**src/rtl/fp_pkg.sv**
```systemverilog
package fp_pkg;
  localparam int FP_W = 16;
  localparam logic [FP_W-1:0] FP_POLY = 16'h1021;
  localparam logic [FP_W-1:0] FP_SEED = 16'hFFFF;

  typedef enum logic {
    UPD_REG   = 1'b0,
    UPD_STORE = 1'b1
  } upd_kind_e;

  typedef enum logic {
    CMP_PAIR = 1'b0,
    CMP_REF  = 1'b1
  } cmp_mode_e;
endpackage

```
**src/rtl/fp_crc_lane.sv**
```systemverilog
module fp_crc_lane
  import fp_pkg::*;
#(
  parameter int WORD_W = 32,
  parameter int CNT_W  = 16,
  parameter int IDX_W  = 5
) (
  input  logic              clk,
  input  logic              rst_n,
  input  logic              in_fire,
  input  logic              in_kind,
  input  logic [WORD_W-1:0] in_dest,
  input  logic [WORD_W-1:0] in_data,
  input  logic [CNT_W-1:0]  interval,
  output logic              close_vld,
  output logic [FP_W-1:0]   close_fp
);
  localparam int MSG_W = 2 * WORD_W;

  logic [FP_W-1:0]  crc_q, crc_n;
  logic [CNT_W-1:0] cnt_q;
  logic [CNT_W:0]   cnt_inc, limit;
  logic [WORD_W-1:0] dest_word;
  logic [MSG_W-1:0]  msg;
  logic              fb;

  always_comb begin
    if (upd_kind_e'(in_kind) == UPD_STORE) dest_word = in_dest;
    else dest_word = {{(WORD_W-IDX_W){1'b0}}, in_dest[IDX_W-1:0]};
    msg   = {dest_word, in_data};
    crc_n = crc_q;
    for (int b = MSG_W - 1; b >= 0; b--) begin
      fb    = crc_n[FP_W-1] ^ msg[b];
      crc_n = {crc_n[FP_W-2:0], 1'b0} ^ (fb ? FP_POLY : '0);
    end
  end

  always_comb begin
    cnt_inc = {1'b0, cnt_q} + 1'b1;
    limit   = (interval == '0) ? {{CNT_W{1'b0}}, 1'b1} : {1'b0, interval};
  end

  assign close_vld = in_fire && (cnt_inc >= limit);
  assign close_fp  = crc_n;

  always_ff @(posedge clk) begin
    if (!rst_n) begin
      crc_q <= FP_SEED;
      cnt_q <= '0;
    end else if (in_fire) begin
      if (close_vld) begin
        crc_q <= FP_SEED;
        cnt_q <= '0;
      end else begin
        crc_q <= crc_n;
        cnt_q <= cnt_inc[CNT_W-1:0];
      end
    end
  end


  crc_restart_chk: assert property (@(posedge clk) disable iff (!rst_n)
    close_vld |=> (crc_q == FP_SEED) && (cnt_q == '0));
endmodule

```
**config.mk**
```make
export PLATFORM = sky130hd
export DESIGN_NAME = fp_crc_lane
export DESIGN_NICKNAME = d
export VERILOG_FILES = /design/src/rtl/fp_pkg.sv /design/src/rtl/fp_crc_lane.sv
export SDC_FILE = /design/constraint.sdc
export NUM_CORES = 1
export LEC_CHECK = 0
export BUFFER_PORTS_ARGS = -buffer_cell sky130_fd_sc_hd__buf_2
export CORE_ASPECT_RATIO = 1.5
export CORE_MARGIN = 3
export CORE_UTILIZATION = 41
export DETAILED_ROUTE_END_ITERATION = 12
export PLACE_DENSITY = 0.7
export SYNTH_ARGS = -nofsm -noshare
export SYNTH_HDL_FRONTEND = slang
export SYNTH_SLANG_ARGS = --single-unit
```
**constraint.sdc**
```tcl
create_clock -name clk -period 6.2 [get_ports clk]
set_input_delay 1.55 -clock clk [delete_from_list [all_inputs] [get_ports clk]]
set_output_delay 1.55 -clock clk [all_outputs]
set_load 0.02 [all_outputs]
```
==> impl_metrics.csv <==
group,metric,value,unit
clocking,cts_tree,"built",
die,floorplan.io_pins,101,
timing,maxClockFrequency,153,MHz
routing,post_drt_wl_per_cell,17.5,µm
die,die_w,95.4,µm
critical_path,cp.arrival,4.97,ns
routing,vias_per_cell,4.91,
critical_path,cp-start-kind,"input port",
place,place.port_buffers,100,
synth,synthArstFlopShare,0,
grt,grt_max_degree,35,
cells_and_area,finish.instance_area,7630,µm²
critical_path,cpMaxStageDelayCell,"xnor3_2",
cells_and_area,drive_gt1_frac,0.525,
clocking,worst_skew_pair.late_latency,0.27,ns
grt,antenna_found_initial,0,
die,design.die.area,13400,µm²
timing,post-route-period-util,1.05,
synth,synth.lib_cells_used.distinct,41,
synth,post_synthesis_cells,478,
cells_and_area,synthToLayoutAreaGrowth,55.4,%
synth,synth.yosys.seq_area_share,0.130,
cells_and_area,count_of_placed_standard_cells_in_the_final_layout_fillers_left_out,866,
outcome,outcome,"finished, violations left",
grt,grt-ovfl-total,0,
timing,timing.final.ws_setup,-0.319,ns
die,rows,48,
synth,number_of_enable_flip_flop_cells_after_synthesis,0,
synth,synth_area_leaders,"xnor3_1 (16%), xnor2_1 (15%), dfxtp_1 (13%)",
clocking,hold_fix_buffers_at_cts,0,
synth,synthMostInstantiatedCell,"xnor2_1",
timing,worst_pin_slew,0.640,ns
clocking,clkSlewWorstSetupHoldPaths,0.05,ns
place,placed_cell_area,6420,µm²
critical_path,critPathRequiredTime,4.65,ns
timing,final-max-slew-violation-count,0,
routing,post-route-drc-count,0,
routing,antenna_violating_nets_post_route,0,
die,fp.dieH,140,µm
hold_path,hold_path.class,"flop to flop",
grt,global_route_wire_length_before_repair,22.6,mm
synth,synthesis.area_per_instance,10.3,µm²
clocking,ctsHtreeMaxLevel,2,
synth,syn_area,4910,µm²
cells_and_area,fillerInstances,833,
place,dp_hpwl,11.2,mm
routing,pre_repair_dr_iteration_count,4,
cells_and_area,diodes,0,
job,drv.max_cap_violation_count,0,
clocking,cts_root_buffer,"clkbuf_16",
critical_path,worst_setup_path_end_kind,"output port",
cells_and_area,finish.net_count,816,
critical_path,maximum_cell_stage_delay_along_the_critical_path,0.46,ns
synth,synthTopCellsByCount,"xnor2_1 (86), xor2_1 (64), nand2_1 (45)",
outcome,failed_checks,"negative setup slack",
synth,yosys_register_bits,32,
critical_path,crit_path_cell_trace,"buf_8 -> buf_6 -> xor2_1 -> nand2_1 -> buf_4 -> xor2_2 -> buf_4 -> xnor2_2 -> buf_4 -> xnor3_2 -> xnor2_4 -> xnor3_2 -> xor2_2 -> xnor3_2 -> xnor2_2 -> buf_4",
clocking,cts-root-to-sink-buffers,2,
synth,synth.top_cell.area_share,0.161,
routing,routed-wl-met3,666,µm
timing,timing_hold_violations_final,0,
routing,total_length_of_routed_met2_wires,8.28,mm
timing,report.final.setup_viol,16,
timing,relSlewSlack,0.573,
die,core_area,11600,µm²
place,place.gp.congestion,0.896,
routing,top_layer_reached_by_signal_wires,"met4",
routing,route.vias.total,4250,
timing,whs,0.511,ns
cells_and_area,finish.utilization,0.658,
timing,clock-skew-final,0.00258,ns
synth,ys.warnings.count,0,
synth,netlist.top_cell.by_area,"xnor3_1",
routing,drt-initial-drc-count,210,
clocking,cts_inserted_buffers,5,
synth,synth_flop_cell,"dfxtp_1",
die,initial_core_util,0.424,
clocking,clkSinkCount,32,
critical_path,worst-setup-path-type,"input port to output port",
critical_path,worstPathMaxFanout,3,
routing,route.final.wire_length,15.1,mm
place,number_of_placed_instances_taps_included,814,
synth,post_syn_nets,579,
timing,final.min_clock_period,6.52,ns
grt,first_global_vias,4568,
critical_path,timing.critical_path.mode_cell,"buf_4",
timing,rsz0062_at_grt,"yes",
routing,met1Wirelength,5.50,mm
grt,grt_use_total,0.219,
-- layout make-up --
| type | count | area, µm² | area share |
|---|---|---|---|
| Sequential cell | 32 | 641 | 0.0840 |
| Tap cell | 150 | 188 | 0.0246 |
| Multi-Input combinational cell | 414 | 4780 | 0.626 |
| Clock inverter | 2 | 35.0 | 0.00459 |
| Inverter | 18 | 70.1 | 0.00918 |
| Timing Repair Buffer | 244 | 1790 | 0.235 |
| Clock buffer | 6 | 129 | 0.0169 |
-- placed cells by master (no fill, tap or decap), drive strengths merged, types with 2 or more instances in the layout --
master  netlist  routed
clkbuf        9       6
nand3        12      12
a21oi        12      12
o21ai        15      15
xor2         68      68
xnor3        45      45
and3          7       7
nand2b        3       3
xnor2        99      99
nor2         35      35
ha           17      17
inv          18      18
a21boi        8       8
nor2b         3       3
and2          3       3
o31a          2       2
a21bo         2       2
nand2        45      45
nor4          4       4
buf           5     244
o21a          4       4
nand4         2       2
nor3          5       5
dfxtp        32      32
xor3         17      17
a21o          2       2
mux2i         2       2
-- repair_timing --
| action | CTS | global route |
|---|---|---|
| setup endpoints to repair | 16 | 16 |
| buffers inserted | 21 | 24 |
| pin swaps | 34 | 34 |
| resized for setup | 98 | 46 |
-- flip-flops by register name, indices dropped and copies added, names as in the netlist --
name,cells
crc_q,16
cnt_q,16
-- per-layer routing --
metal,track usage,vias to the layer above
met4,0.0981,0
met5,0,-
met3,0.0322,47
met1,0.242,2042
met2,0.402,128
li1,-,2033
-- metrics by stage --
step / setup WS [ns] / TNS, ns
finish: -0.319 / -3.93
global route: -0.437 / -5.47
CTS: -0.295 / -2.97
detailed placement: -0.472 / -5.56
global placement: -0.410 / -5.09
floorplan: -0.110 / -0.456
-- logic make-up after synthesis --
group	share of synthesized area
simple gates	0.107
compound gates	0.0601
mux	0.00408
flops	0.130
xor+xnor	0.628
buf+inv	0.0278
fa+ha+maj	0.0433
-- critical path: cells and delay by family --
kind	cells	cell delay [ns]
XOR/XNOR	9	2.50
buffers and inverters	6	0.83
AND/OR/NAND/NOR	1	0.09
-- worst paths after layout --
| kind | startpoint | depth (start not counted) | slack [ns] | endpoint |
|---|---|---|---|---|
| max | in_dest[31] | 16 | -0.32 | close_fp[13] |
| min | cnt_q[14]$_SDFFE_PN0P_ | 2 | 0.51 | cnt_q[14]$_SDFFE_PN0P_ |
| max reg2reg | crc_q[15]$_SDFFE_PN1P_ | 14 | 1.79 | crc_q[7]$_SDFFE_PN1P_ |
| min reg2reg | cnt_q[14]$_SDFFE_PN0P_ | 2 | 0.51 | cnt_q[14]$_SDFFE_PN0P_ |
Power is not shown: default switching activity piles up to over one toggle a cycle in this logic, so the estimate is an artifact.
